## src/rtl/xonxoff_pkg.sv

```systemverilog
package xonxoff_pkg;

    localparam logic [1:0] FC_OFF  = 2'b00;
    localparam logic [1:0] FC_SET2 = 2'b01;
    localparam logic [1:0] FC_SET1 = 2'b10;
    localparam logic [1:0] FC_PAIR = 2'b11;

    typedef enum logic [1:0] {
        INJ_IDLE   = 2'd0,
        INJ_FIRST  = 2'd1,
        INJ_SECOND = 2'd2
    } inj_state_e;

    typedef enum logic {
        KIND_XON  = 1'b0,
        KIND_XOFF = 1'b1
    } flow_kind_e;

endpackage

```

## src/rtl/xonxoff_rx_match.sv

```systemverilog
module xonxoff_rx_match
    import xonxoff_pkg::*;
#(
    parameter int CHAR_W = 8,
    parameter int ERR_W  = 3
) (
    input  logic              clk,
    input  logic              rst_n,
    input  logic              rx_valid,
    input  logic [CHAR_W-1:0] rx_char,
    input  logic [ERR_W-1:0]  rx_err,
    input  logic [1:0]        rx_mode,
    input  logic              xon_any,
    input  logic              special_en,
    input  logic              irq_clr,
    input  logic [CHAR_W-1:0] xon1,
    input  logic [CHAR_W-1:0] xon2,
    input  logic [CHAR_W-1:0] xoff1,
    input  logic [CHAR_W-1:0] xoff2,
    output logic              wr_en,
    output logic [CHAR_W-1:0] wr_char,
    output logic              halt_req,
    output logic              flag
);

    typedef struct packed {
        logic              wr_en;
        logic [CHAR_W-1:0] wr_char;
        logic              pend_v;
        logic [CHAR_W-1:0] pend_char;
        logic              held_v;
        flow_kind_e        held_kind;
        logic [CHAR_W-1:0] held_char;
        logic              halt;
        logic              flag;
    } rx_state_t;

    rx_state_t st_q, st_d;

    logic              clean;
    logic              seq_mode;
    logic              single_mode;
    logic [CHAR_W-1:0] xon_sel;
    logic [CHAR_W-1:0] xoff_sel;
    logic [CHAR_W-1:0] first_xon;
    logic              consumed;
    logic              slot_used;
    logic              fresh_wr;
    logic              xon_hit;
    logic              xoff_hit;
    logic              spec_hit;
    logic              resume_hit;

    always_comb begin
        clean       = (rx_err == '0) && (rx_mode != FC_OFF);
        seq_mode    = (rx_mode == FC_PAIR);
        single_mode = (rx_mode == FC_SET1) || (rx_mode == FC_SET2);
        xon_sel     = (rx_mode == FC_SET2) ? xon2 : xon1;
        xoff_sel    = (rx_mode == FC_SET2) ? xoff2 : xoff1;
        first_xon   = seq_mode ? xon1 : xon_sel;

        st_d       = st_q;
        st_d.wr_en = 1'b0;
        consumed   = 1'b0;
        slot_used  = 1'b0;
        fresh_wr   = 1'b0;
        xon_hit    = 1'b0;
        xoff_hit   = 1'b0;
        spec_hit   = 1'b0;
        resume_hit = 1'b0;

        if (st_q.pend_v) begin
            st_d.wr_en   = 1'b1;
            st_d.wr_char = st_q.pend_char;
            st_d.pend_v  = 1'b0;
        end

        if (rx_valid) begin
            if (st_q.held_v) begin
                st_d.held_v = 1'b0;
                if (clean && st_q.held_kind == KIND_XON && rx_char == xon2) begin
                    consumed = 1'b1;
                    xon_hit  = 1'b1;
                end else if (clean && st_q.held_kind == KIND_XOFF && rx_char == xoff2) begin
                    consumed = 1'b1;
                    xoff_hit = 1'b1;
                end else begin
                    st_d.wr_en   = 1'b1;
                    st_d.wr_char = st_q.held_char;
                    slot_used    = 1'b1;
                end
            end

            if (!consumed) begin
                if (xon_any && st_q.halt) begin
                    resume_hit = 1'b1;
                    fresh_wr   = !(clean && rx_char == first_xon);
                end else if (seq_mode && clean && rx_char == xon1) begin
                    st_d.held_v    = 1'b1;
                    st_d.held_kind = KIND_XON;
                    st_d.held_char = rx_char;
                end else if (seq_mode && clean && rx_char == xoff1) begin
                    st_d.held_v    = 1'b1;
                    st_d.held_kind = KIND_XOFF;
                    st_d.held_char = rx_char;
                end else if (single_mode && clean && rx_char == xon_sel) begin
                    xon_hit = 1'b1;
                end else if (single_mode && clean && rx_char == xoff_sel) begin
                    xoff_hit = 1'b1;
                end else begin
                    fresh_wr = 1'b1;
                    spec_hit = special_en && (rx_err == '0) && (rx_char == xoff2);
                end

                if (fresh_wr) begin
                    if (slot_used) begin
                        st_d.pend_v    = 1'b1;
                        st_d.pend_char = rx_char;
                    end else begin
                        st_d.wr_en   = 1'b1;
                        st_d.wr_char = rx_char;
                    end
                end
            end
        end

        if (xoff_hit || spec_hit) begin
            st_d.flag = 1'b1;
        end else if (xon_hit || resume_hit || irq_clr) begin
            st_d.flag = 1'b0;
        end

        if (xoff_hit) begin
            st_d.halt = 1'b1;
        end else if (xon_hit || resume_hit || rx_mode == FC_OFF) begin
            st_d.halt = 1'b0;
        end
    end

    always_ff @(posedge clk) begin
        if (!rst_n) begin
            st_q <= '0;
        end else begin
            st_q <= st_d;
        end
    end

    assign wr_en    = st_q.wr_en;
    assign wr_char  = st_q.wr_char;
    assign halt_req = st_q.halt;
    assign flag     = st_q.flag;

endmodule

```

## src/rtl/xonxoff_inject.sv

```systemverilog
module xonxoff_inject
    import xonxoff_pkg::*;
#(
    parameter int CHAR_W    = 8,
    parameter int LVL_W     = 7,
    parameter int THR_W     = 4,
    parameter int THR_SHIFT = 2
) (
    input  logic              clk,
    input  logic              rst_n,
    input  logic [1:0]        tx_mode,
    input  logic [LVL_W-1:0]  rx_level,
    input  logic [THR_W-1:0]  halt_thr,
    input  logic [THR_W-1:0]  resume_thr,
    input  logic              inj_ack,
    input  logic [1:0]        word_len,
    input  logic [CHAR_W-1:0] xon1,
    input  logic [CHAR_W-1:0] xon2,
    input  logic [CHAR_W-1:0] xoff1,
    input  logic [CHAR_W-1:0] xoff2,
    output logic              inj_req,
    output logic [CHAR_W-1:0] inj_char
);

    localparam int MIN_BITS = 5;

    typedef struct packed {
        inj_state_e st;
        flow_kind_e kind;
        logic [1:0] seq_mode;
        logic       xoff_sent;
        logic [1:0] sent_mode;
    } inj_t;

    inj_t q, d;

    logic [LVL_W-1:0]  halt_lvl;
    logic [LVL_W-1:0]  resume_lvl;
    logic              above;
    logic              low;
    logic [CHAR_W-1:0] raw_char;
    logic [CHAR_W-1:0] keep_mask;
    logic              use_second;

    always_comb begin
        halt_lvl   = LVL_W'(halt_thr) << THR_SHIFT;
        resume_lvl = LVL_W'(resume_thr) << THR_SHIFT;
        above      = rx_level > halt_lvl;
        low        = rx_level <= resume_lvl;

        d = q;
        unique case (q.st)
            INJ_IDLE: begin
                if (q.xoff_sent && (low || tx_mode != q.sent_mode)) begin
                    d.st        = INJ_FIRST;
                    d.kind      = KIND_XON;
                    d.seq_mode  = q.sent_mode;
                    d.xoff_sent = 1'b0;
                end else if (!q.xoff_sent && tx_mode != FC_OFF && above) begin
                    d.st        = INJ_FIRST;
                    d.kind      = KIND_XOFF;
                    d.seq_mode  = tx_mode;
                    d.xoff_sent = 1'b1;
                    d.sent_mode = tx_mode;
                end
            end
            INJ_FIRST: begin
                if (inj_ack) begin
                    d.st = (q.seq_mode == FC_PAIR) ? INJ_SECOND : INJ_IDLE;
                end
            end
            INJ_SECOND: begin
                if (inj_ack) begin
                    d.st = INJ_IDLE;
                end
            end
            default: d.st = INJ_IDLE;
        endcase
    end

    always_ff @(posedge clk) begin
        if (!rst_n) begin
            q <= '0;
        end else begin
            q <= d;
        end
    end

    always_comb begin
        use_second = (q.st == INJ_SECOND) || (q.seq_mode == FC_SET2);
        if (q.kind == KIND_XON) begin
            raw_char = use_second ? xon2 : xon1;
        end else begin
            raw_char = use_second ? xoff2 : xoff1;
        end
        keep_mask = ~({CHAR_W{1'b1}} << (MIN_BITS + int'(word_len)));
    end

    assign inj_req  = (q.st != INJ_IDLE);
    assign inj_char = raw_char & keep_mask;

endmodule

```

## src/rtl/xonxoff_tx_gate.sv

```systemverilog
module xonxoff_tx_gate (
    input  logic clk,
    input  logic rst_n,
    input  logic tx_busy,
    input  logic halt_req,
    input  logic inj_req,
    output logic tx_halt,
    output logic tx_data_en
);

    typedef struct packed {
        logic halt;
    } gate_t;

    gate_t g_q, g_d;

    always_comb begin
        g_d = g_q;
        if (!tx_busy) begin
            g_d.halt = halt_req;
        end
    end

    always_ff @(posedge clk) begin
        if (!rst_n) begin
            g_q <= '0;
        end else begin
            g_q <= g_d;
        end
    end

    assign tx_halt    = g_q.halt;
    assign tx_data_en = !g_q.halt && !inj_req;

endmodule

```

## src/rtl/xonxoff_ctrl.sv

```systemverilog
module xonxoff_ctrl #(
    parameter int CHAR_W    = 8,
    parameter int ERR_W     = 3,
    parameter int LVL_W     = 7,
    parameter int THR_W     = 4,
    parameter int THR_SHIFT = 2
) (
    input  logic              clk,
    input  logic              rst_n,
    input  logic              rx_valid,
    input  logic [CHAR_W-1:0] rx_char,
    input  logic [ERR_W-1:0]  rx_err,
    input  logic [LVL_W-1:0]  rx_level,
    input  logic              tx_busy,
    input  logic              inj_ack,
    input  logic [1:0]        tx_mode,
    input  logic [1:0]        rx_mode,
    input  logic              xon_any,
    input  logic              special_en,
    input  logic              irq_clr,
    input  logic [THR_W-1:0]  halt_thr,
    input  logic [THR_W-1:0]  resume_thr,
    input  logic [1:0]        word_len,
    input  logic [CHAR_W-1:0] xon1,
    input  logic [CHAR_W-1:0] xon2,
    input  logic [CHAR_W-1:0] xoff1,
    input  logic [CHAR_W-1:0] xoff2,
    output logic              tx_halt,
    output logic              tx_data_en,
    output logic              inj_req,
    output logic [CHAR_W-1:0] inj_char,
    output logic              rx_wr_en,
    output logic [CHAR_W-1:0] rx_wr_char,
    output logic              xoff_irq
);

    logic halt_req;

    xonxoff_rx_match #(
        .CHAR_W (CHAR_W),
        .ERR_W  (ERR_W)
    ) u_rx_match (
        .clk        (clk),
        .rst_n      (rst_n),
        .rx_valid   (rx_valid),
        .rx_char    (rx_char),
        .rx_err     (rx_err),
        .rx_mode    (rx_mode),
        .xon_any    (xon_any),
        .special_en (special_en),
        .irq_clr    (irq_clr),
        .xon1       (xon1),
        .xon2       (xon2),
        .xoff1      (xoff1),
        .xoff2      (xoff2),
        .wr_en      (rx_wr_en),
        .wr_char    (rx_wr_char),
        .halt_req   (halt_req),
        .flag       (xoff_irq)
    );

    xonxoff_inject #(
        .CHAR_W    (CHAR_W),
        .LVL_W     (LVL_W),
        .THR_W     (THR_W),
        .THR_SHIFT (THR_SHIFT)
    ) u_inject (
        .clk        (clk),
        .rst_n      (rst_n),
        .tx_mode    (tx_mode),
        .rx_level   (rx_level),
        .halt_thr   (halt_thr),
        .resume_thr (resume_thr),
        .inj_ack    (inj_ack),
        .word_len   (word_len),
        .xon1       (xon1),
        .xon2       (xon2),
        .xoff1      (xoff1),
        .xoff2      (xoff2),
        .inj_req    (inj_req),
        .inj_char   (inj_char)
    );

    xonxoff_tx_gate u_tx_gate (
        .clk        (clk),
        .rst_n      (rst_n),
        .tx_busy    (tx_busy),
        .halt_req   (halt_req),
        .inj_req    (inj_req),
        .tx_halt    (tx_halt),
        .tx_data_en (tx_data_en)
    );

endmodule

```

## config.mk

```make
export PLATFORM = sky130hd
export DESIGN_NAME = xonxoff_ctrl
export DESIGN_NICKNAME = d
export VERILOG_FILES = /design/src/rtl/xonxoff_pkg.sv /design/src/rtl/xonxoff_rx_match.sv /design/src/rtl/xonxoff_inject.sv /design/src/rtl/xonxoff_tx_gate.sv /design/src/rtl/xonxoff_ctrl.sv
export SDC_FILE = /design/constraint.sdc
export NUM_CORES = 1
export LEC_CHECK = 0
export BUFFER_PORTS_ARGS = -buffer_cell sky130_fd_sc_hd__buf_2
export CAP_MARGIN = 10
export CELL_PAD_IN_SITES_DETAIL_PLACEMENT = 1
export CELL_PAD_IN_SITES_GLOBAL_PLACEMENT = 1
export CORE_MARGIN = 5
export CORE_UTILIZATION = 42
export CTS_CLUSTER_DIAMETER = 100
export DETAILED_ROUTE_END_ITERATION = 8
export PLACE_DENSITY_LB_ADDON = 0.1
export SKIP_CTS_REPAIR_TIMING = 1
export SLEW_MARGIN = 10
export SYNTH_ARGS = -nofsm -noshare
export SYNTH_HDL_FRONTEND = slang
export SYNTH_HIERARCHICAL = 1
export SYNTH_SLANG_ARGS = --single-unit
```

## constraint.sdc

```tcl
create_clock -name clk -period 6.45 [get_ports clk]
set_clock_uncertainty 0.15 [all_clocks]
set_input_delay 1.6125 -clock clk [delete_from_list [all_inputs] [get_ports clk]]
set_output_delay 1.6125 -clock clk [all_outputs]
set_load 0.1 [all_outputs]
```

# Yosys cells after proc, flatten, opt, wreduce, memory -nomap -nowiden
# Cells that the tools add are included.
totals:
  register_bits: 39
  input_bits: 72
  output_inout_bits: 21
  wordCells: 158
op_classes:
  addsub: 1
  n_lt_le_gt_ge: 2
  n_eq_ne: 18
  shift: 1
  mux: 70
  n_bitwise: 6
  n_reduce_logical: 45
ops:
  columns: ["op", "count"]
  rows:
  - ["equality test 8 bit", 7]
  - ["two-way mux 28 bit", 2]
  - ["two-way mux 8 bit", 7]
  - ["two-way mux 1 bit", 46]
  - ["two-way mux 9 bit", 5]
  - ["two-way mux 10 bit", 4]
  - ["<< shifter 8 x 32 -> 8 bit (first input constant)", 1]
  - ["logical AND 1 bit", 19]
  - ["two-way mux 18 bit", 1]
  - ["nonzero test 2 bit", 7]
  - ["AND 8 bit", 1]
  - ["equality test 2 bit (second input constant)", 4]
  - ["NOT 8 bit", 1]
  - ["AND reduction 4 bit", 2]
  - ["greater-than comparator 7 x 6 -> 1 bit", 1]
  - ["<= comparator 7 x 6 -> 1 bit", 1]
  - ["logical OR 1 bit", 7]
  - ["equality test 2 x 1 -> 1 bit (second input constant)", 3]
  - ["two-way mux 2 bit", 3]
  - ["two-way mux 6 bit", 1]
  - ["one-hot mux 2 bit (3 select lines)", 1]
  - ["AND reduction 3 bit", 2]
  - ["adder 3 x 2 -> 4 bit (first input constant)", 1]
  - ["zero test 1 bit", 4]
  - ["other kinds (7)", 12]

# Logic depth before layout (Yosys ltp)
# Gate-level depths: netlist (run 1).
logic_depth:
  depth_word: 16
  depth_mapped: 13
  mapped_depth_nobuf: 10

# Modules after synthesis
# Netlist (run 1), hierarchy kept.
modules_own_cells:
  columns: ["module", "n_inst", "cells_each", "area_each_um2", "seq_area_each_um2"]
  rows:
  - ["xonxoff_rx_match", 1, 290, 2448.6, 600.6]
  - ["xonxoff_inject", 1, 84, 824.5, 140.1]
  - ["xonxoff_tx_gate", 1, 4, 40.0, 20.0]

# Worst setup path after synthesis (run 1)
# Ideal clock, no wire load.
synth_timing:
  path_type: "in2out"
  startpoint: "input xoff1[7]"
  endpoint: "output inj_char[7]"
  t_arrival_ns: 4.003
  required_ns: 4.688
  slack_ns: 0.685
  path_stages: 3
  n_path_buf: 0
  path_cell_list: "mux2i_1 a21oi_1 a21boi_0"
synth_between:
  elab_chain_len: 3
synth_rtl:
  columns: ["item", "line_no", "rtl"]
  rows:
  - ["start: declaration", "xonxoff_ctrl.sv:26", "input logic [CHAR_W-1:0] xoff1,"]
  - ["two-way mux 8 bit", "xonxoff_inject.sv:94", "raw_char = use_second ? xoff2 : xoff1;"]
  - ["two-way mux 8 bit", "xonxoff_inject.sv:91", "if (q.kind == KIND_XON) begin"]
  - ["AND 8 bit", "xonxoff_inject.sv:100", "assign inj_char = raw_char & keep_mask;"]
  - ["end: declaration", "xonxoff_ctrl.sv:31", "output logic [CHAR_W-1:0] inj_char,"]
# No other way between the ends.

# Worst setup path in the final report (run 1)
layout_timing:
  startpoint: "input rx_mode[1]"
  endpoint: "register u_rx_match.st_q (netlist bit u_rx_match/wr_char[6])"
layout_between:
  elab_chain_len: 14
  word_cells_on_any_way: 46
  cone_classes: "6 x eq/ne; 25 x mux; 15 x reduce/logical"
layout_rtl:
  columns: ["item", "line_no", "rtl"]
  rows:
  - ["start: declaration", "xonxoff_ctrl.sv:17", "input logic [1:0] rx_mode,"]
  - ["equality test 2 x 1 -> 1 bit, or another cell as far along", "xonxoff_rx_match.sv:57, xonxoff_rx_match.sv:58, xonxoff_rx_match.sv:59", null]
  - ["two-way mux 8 bit, or another cell as far along", "xonxoff_rx_match.sv:59", "xoff_sel = (rx_mode == FC_SET2) ? xoff2 : xoff1;"]
  - ["equality test 8 bit / logical AND 1 bit (equally long branches)", "xonxoff_rx_match.sv:108, xonxoff_rx_match.sv:106", null]
  - ["logical AND 1 bit", "xonxoff_rx_match.sv:108", "end else if (single_mode && clean && rx_char == xoff_sel) begin"]
  - ["two-way mux 1 bit", "xonxoff_rx_match.sv:108", null]
  - ["two-way mux 1 bit", "xonxoff_rx_match.sv:106", "end else if (single_mode && clean && rx_char == xon_sel) begin"]
  - ["two-way mux 1 bit", "xonxoff_rx_match.sv:102", "end else if (seq_mode && clean && rx_char == xoff1) begin"]
  - ["two-way mux 1 bit", "xonxoff_rx_match.sv:98", "end else if (seq_mode && clean && rx_char == xon1) begin"]
  - ["two-way mux 1 bit", "xonxoff_rx_match.sv:95", "if (xon_any && st_q.halt) begin"]
  - ["two-way mux 1 bit", "xonxoff_rx_match.sv:94", "if (!consumed) begin"]
  - ["two-way mux 1 bit", "xonxoff_rx_match.sv:78", "if (rx_valid) begin"]
  - ["two-way mux 18 bit", "xonxoff_rx_match.sv:115", "if (fresh_wr) begin"]
  - ["two-way mux 28 bit *", "xonxoff_rx_match.sv:94", null]
  - ["two-way mux 28 bit *", "xonxoff_rx_match.sv:78", null]
  - ["end signal: assignment", "xonxoff_rx_match.sv:144", "st_q <= st_d;"]
  - ["end: declaration", "xonxoff_rx_match.sv:38", "rx_state_t st_q, st_d;"]
# Mark *: on every way between the ends. The rest lies on a longest branch, timed or not. The select of a mux whose other input is x is not followed.
# A chain may end at the register's enable or synchronous reset.

==> results of run 1 <==
cells by family (layout without fill, tap and decap cells):
logic type	after synthesis	count (layout)	share of synthesized area
AO/OA/AOI/OAI	68	68	0.1371
AND/OR/NAND/NOR	107	107	0.1817
buffers and inverters	50	118	0.08044
XOR/XNOR	46	46	0.1216
multiplexers	57	57	0.2043
adder cells (fa/ha/maj)	12	12	0.04532
flip-flops	38	38	0.2296
stage by stage:
step / hold slack, ns / instances / utilization / total power, W / setup slack (ns)
floorplan: 0.2833 / 378 / - / 0.0004982 / 0.6850
global placement: 0.2903 / 541 / 0.4821 / 0.0005589 / 1.780
detailed placement: 0.3042 / 541 / 0.4821 / 0.0005643 / 1.691
CTS: 0.3156 / 548 / 0.4967 / 0.0007768 / 1.978
global route: 0.3427 / 548 / 0.4967 / 0.0008068 / 1.742
finish: 0.3110 / 548 / 0.4967 / 0.0007696 / 1.982
critical path, cell delays in order:
cell	delay [ns]
buf_2	0.10
inv_1	0.08
ha_1	0.49
mux2i_1	0.28
xnor2_1	0.08
or4_4	0.55
nor4_1	0.28
o31ai_1	0.14
nand3b_1	0.46
mux2i_1	0.27
a21oi_1	0.10
worst max path at each step:
stage                     startpoint                          endpoint  slack [ns]  cells past startpoint
after floorplan             xoff1[7]                       inj_char[7]        0.68                      3
after global placement    rx_mode[1]  u_rx_match/wr_char[5]$_SDFF_PN0_        1.78                     11
after detailed placement  rx_mode[1]  u_rx_match/wr_char[0]$_SDFF_PN0_        1.69                     11
after CTS                 rx_mode[1]  u_rx_match/wr_char[6]$_SDFF_PN0_        1.98                     11
after global routing      rx_mode[1]  u_rx_match/st_q[13]$_SDFFE_PN0P_        1.74                     11
final                     rx_mode[1]  u_rx_match/wr_char[6]$_SDFF_PN0_        1.98                     11
synth_stat cells (all sizes together) (4+ instances only):
master  number
dfxtp       38
o21ai       22
xor2        19
a211oi       5
mux2i       35
nor2b        5
nor4         6
nand2       24
nand3       16
buf         22
inv         19
mux2        15
nand4        8
ha          12
clkbuf       9
or4          4
nand2b       5
mux4         7
nor3         8
nand3b       4
xnor2       27
nor2        18
a21oi       17
final cells by class:
class                           instances  area, um2
Clock buffer                            6      82.58
Clock inverter                          1      30.03
Fill cell                             952       3869
Inverter                               19      71.32
Multi-Input combinational cell        290       2286
Sequential cell                        38      760.7
Tap cell                              102      127.6
Timing Repair Buffer                   92      460.4
power groups by stage:
stage / Clock, W / Sequential [W] / Combinational, W
floorplan: 0 / 0.000257 / 0.000241
global placement: 0 / 0.000259 / 0.000300
detailed placement: 0 / 0.000259 / 0.000305
CTS: 0.000216 / 0.000254 / 0.000307
global route: 0.000226 / 0.000256 / 0.000325
finish: 0.000210 / 0.000254 / 0.000306
flip-flops by register name, indices dropped and copies added (netlist names):
signal               cells
u_rx_match/st_q         19
u_rx_match/wr_char       8
u_inject/q               7
u_rx_match/flag          1
u_rx_match/halt_req      1
u_rx_match/wr_en         1
u_tx_gate/tx_halt        1
routing by layer:
layer / vias up / part of all wire / GRT usage
met1: 1444 / 0.46 / 0.2732
met3: 7 / 0.041 / 0.03185
met2: 73 / 0.49 / 0.3590
met5: - / 0 / 0
met4: 0 / 0.0064 / 0.03887
li1: 1491 / - / -
==> flow_summary.json, run 1 <==
{
  "status": "complete, no violations",
  "die_w_um": 98.82,
  "crit_path_end_kind": "flop",
  "std_cell_rows": 32,
  "required_ns": 6.45,
  "drt_pass1_iterations": 4,
  "cts_buffers": 5,
  "grt_pass1_wl_um": 16440,
  "power_density_nw_per_um2": 201.5,
  "synth-edff-count": 0,
  "nets": 530,
  "leakage_nw": 1.645,
  "io_buffer_count": 92,
  "synth.cell_area_um2": 3313,
  "antenna_cells": 0,
  "die_y_um": 98.82,
  "reg2reg_from": "u_rx_match/st_q[10]$_SDFFE_PN0P_",
  "routed_wl_um": 10020,
  "hold_path.class": "reg -> reg",
  "yosys-top-cells-area": "dfxtp_1 (23%), mux2i_1 (11%), xnor2_1 (7.1%), mux2_2 (5.1%), xor2_1 (5.0%)",
  "cp-start-kind": "input port",
  "layout_commonest_cell": "buf_2",
  "p_clk_frac": 0.272,
  "place.detailed.hpwl_um": 8159,
  "combPwrFrac": 0.398,
  "synth_top_area_cell": "dfxtp_1",
  "ctsRootBufferMaster": "clkbuf_8",
  "slew_headroom": 0.5076,
  "ff2ff_path_depth": 7,
  "drive_above_1_share": 0.3004,
  "ys_ff_latch": 38,
  "r2r_end": "u_rx_match/st_q[12]$_SDFFE_PN0P_",
  "clk_pin_slew_ns": 0.07,
  "io_pins": 93,
  "p_int_w": 0.0004621,
  "rsz0062_at_grt": "false",
  "ant_nets": 0,
  "ys_async_sr_fraction": 0,
  "grt_max_degree": 34,
  "postPlaceCellArea_um2": 3706,
  "drv_cap": 0,
  "power_frac_seq": 0.330,
  "synth_area_per_cell_um2": 8.765,
  "arrival_ns": 4.47,
  "fin_crit_sh": 0.6927,
  "fmax_mhz": 223.8,
  "whs_path_depth": 2,
  "initial_core_util": 0.4310,
  "min-delay-start": "u_rx_match/st_q[18]$_SDFFE_PN0P_",
  "period_needed_ns": 4.468,
  "grt-ovfl-total": 0,
  "grt.total_usage": 0.2069,
  "fp.dieArea_um2": 9764,
  "setup_viol": 0,
  "worst_pin_slew_ns": 0.7343,
  "drt-vias-per-instance": 5.502,
  "hold_violations": 0,
  "antenna_found_initial": 0,
  "netlist.area_leader.share": 0.2296,
  "p_sw_w": 0.0003075,
  "r2r_slack_ns": 3.96,
  "synthFlopType": "dfxtp_1",
  "syn_to_final_growth_pct": 15.26,
  "core_area_um2": 7687,
  "final_area_um2": 3819,
  "seq_area_frac_synth": 0.2296,
  "cp_max_fo": 10,
  "synth_warnings": 6,
  "drv_slew": 0,
  "gp_congestion": 0.8576,
  "setup-tns-final_ns": 0,
  "min_to": "u_rx_match/st_q[18]$_SDFFE_PN0P_",
  "first_global_vias": 3233,
  "cts_max_path_buffers": 2,
  "final_cell_mix": "buf_2 (92), dfxtp_1 (38), mux2i_1 (35)",
  "via_count": 3015,
  "cts_tree": "done",
  "syn-instance-count": 378,
  "ir_worst_vdd_mv": 0.1469,
  "synth_cell_type_count": 57,
  "insertion_delay_ns": 0.29,
  "clock-sinks": 38,
  "synthesis.nets": 462,
  "htreeDepth": 2,
  "drt_iter0_markers": 98,
  "avgRoutedWirePerCell_um": 18.29,
  "path_class": "in -> reg",
  "route.detailed.drc": 0,
  "sw_frac_of_total": 0.3996
}
(Power assumes the default switching activity.)
==> run 2, diff against run 1 <==
Settings changed: CORE_UTILIZATION 42 to 39.
Clock period 6.45 ns to 4.6 ns, I/O delays scaled along.
==> flow_summary.json, run 2 (same netlist as run 1, synthesis figures left out) <==
{
  "crit_family": "simple AND/OR/NAND/NOR gates",
  "drt-vias-per-instance": 5.496,
  "grt.total_usage": 0.2016,
  "ir_worst_vdd_mv": 0.1229,
  "slew_headroom": 0.5832,
  "status": "complete, no violations",
  "setup_viol": 0,
  "layout_commonest_cell": "buf_2",
  "critPathLaunch": "rx_mode[1]",
  "crit_path_end_kind": "flop",
  "grt-ovfl-total": 0,
  "die_y_um": 102.2,
  "fin_crit_sh": 0.8269,
  "p_int_w": 0.0006363,
  "grt_max_degree": 34,
  "hold_violations": 0,
  "path_class": "in -> reg",
  "arrival_ns": 3.83,
  "drt_iter0_markers": 130,
  "worst_pin_slew_ns": 0.6243,
  "n_fill_cell": 1028,
  "initial_core_util": 0.4012,
  "cp_max_fo": 8,
  "grt_pass1_wl_um": 16330,
  "ant_nets": 0,
  "rsz0062_at_grt": "false",
  "cts_tree": "done",
  "drv_slew": 0,
  "power_density_nw_per_um2": 282.4,
  "cp_num_buf_inv": 2,
  "nets": 532,
  "ctsRootBufferMaster": "clkbuf_8",
  "sw_frac_of_total": 0.4130,
  "largest_reg_flops": 19,
  "core_area_um2": 8258,
  "finalCoreUtilization": 0.4648,
  "final_cell_mix": "buf_2 (92), dfxtp_1 (38), mux2i_1 (35)",
  "cp_slowest_cell": "or4_4",
  "cts_buffers": 5,
  "drv_cap": 0,
  "avgRoutedWirePerCell_um": 18.11,
  "fp.dieArea_um2": 10440,
  "drive_above_1_share": 0.3051,
  "hold_path.class": "reg -> reg",
  "antenna_found_initial": 0,
  "gp_congestion": 0.8645,
  "io_pins": 93,
  "setup-tns-final_ns": 0,
  "htreeDepth": 2,
  "syn_to_final_growth_pct": 15.86,
  "required_ns": 4.62,
  "critPathMaxStageDelay_ns": 0.55,
  "die_w_um": 102.2,
  "route.detailed.drc": 0,
  "io_buffer_count": 92,
  "cts_max_path_buffers": 2,
  "largest_register": "u_rx_match/st_q",
  "r2r_end": "u_rx_match/st_q[7]$_SDFFE_PN0P_",
  "period_needed_ns": 3.804,
  "routed_wl_um": 10030,
  "via_count": 3045,
  "reg2reg_from": "u_rx_match/st_q[10]$_SDFFE_PN0P_",
  "place.detailed.hpwl_um": 8177,
  "power_frac_seq": 0.329,
  "clock-sinks": 38,
  "fmax_mhz": 262.9,
  "cp-endpoint": "u_rx_match/wr_char[0]$_SDFF_PN0_",
  "antenna_cells": 0,
  "std_cell_rows": 33,
  "first_global_vias": 3237,
  "ff2ff_path_depth": 7,
  "p_clk_frac": 0.274,
  "drt_pass1_iterations": 6,
  "crit_top_cell": "mux2i_1",
  "path_cells": "buf_2 > inv_1 > ha_1 > mux2i_1 > xnor2_1 > or4_4 > nor4_1 > o31ai_1 > nand3b_1 > mux2i_1 > a21oi_1",
  "crit_cells": 11,
  "leakage_nw": 1.648,
  "combPwrFrac": 0.397,
  "insertion_delay_ns": 0.31,
  "p_sw_w": 0.0004476,
  "r2r_slack_ns": 2.33,
  "clk_pin_slew_ns": 0.09,
  "cp-start-kind": "input port"
}
==> run 2: routing by layer <==
metal	GRT usage	vias up	wire length (um)
li1	-	1495	-
met1	0.2463	1474	4434
met2	0.3543	65	4911
met3	0.04983	11	546
met4	0.05146	0	142
met5	0	-	0
==> run 2: cell type report <==
class	count	area, um2	area share
Multi-Input combinational cell	290	2286	0.5955
Sequential cell	38	760.7	0.1982
Timing Repair Buffer	94	475.5	0.1239
Tap cell	105	131.4	0.03422
Inverter	19	71.32	0.01858
Clock buffer	5	68.82	0.01793
Clock inverter	3	45.04	0.01173
==> run 2: worst reg2reg max path, cell delays in order, from the launching register on <==
cell and delay (ns):
dfxtp_1 0.33, nand3b_1 0.21, nor3_2 0.31, o21ai_1 0.19, nor2b_1 0.21, nand2_1 0.42
mux2i_1 0.26, nor2_1 0.06
==> run 2: metrics by stage <==
| stage | power (W) | hold slack, ns | area (um2) | cells | setup slack, ns |
|---|---|---|---|---|---|
| floorplan | 0.0006988 | 0.2833 | 3313 | 378 | 0.4893 |
| global placement | 0.0007886 | 0.2930 | 3725 | 546 | 0.5620 |
| detailed placement | 0.0007952 | 0.3003 | 3725 | 546 | 0.4691 |
| CTS | 0.001095 | 0.3130 | 3839 | 554 | 0.7900 |
| global route | 0.001134 | 0.3365 | 3839 | 554 | 0.5241 |
| finish | 0.001084 | 0.3068 | 3839 | 554 | 0.7962 |
==> run 2: power by group through the flow <==
stage | clock, W | sequential (W) | combinational [W]
after global placement | 0 | 0.000364 | 0.000425
after CTS | 0.000306 | 0.000356 | 0.000432
after floorplan | 0 | 0.000361 | 0.000338
after global routing | 0.000316 | 0.000359 | 0.000459
final | 0.000297 | 0.000357 | 0.000430
after detailed placement | 0 | 0.000364 | 0.000431
==> run 2: worst min-delay path by stage <==
stage,from,end,slack (ns),cells past startpoint
finish,u_rx_match/st_q[16]$_SDFFE_PN0P_,u_rx_match/st_q[16]$_SDFFE_PN0P_,0.31,2
global route,u_rx_match/st_q[16]$_SDFFE_PN0P_,u_rx_match/st_q[16]$_SDFFE_PN0P_,0.34,2
floorplan,u_rx_match/st_q[15]$_SDFFE_PN0P_,u_rx_match/st_q[15]$_SDFFE_PN0P_,0.28,2
detailed placement,u_rx_match/st_q[16]$_SDFFE_PN0P_,u_rx_match/st_q[16]$_SDFFE_PN0P_,0.30,2
CTS,u_rx_match/st_q[16]$_SDFFE_PN0P_,u_rx_match/st_q[16]$_SDFFE_PN0P_,0.31,2
global placement,u_rx_match/st_q[16]$_SDFFE_PN0P_,u_rx_match/st_q[16]$_SDFFE_PN0P_,0.29,2
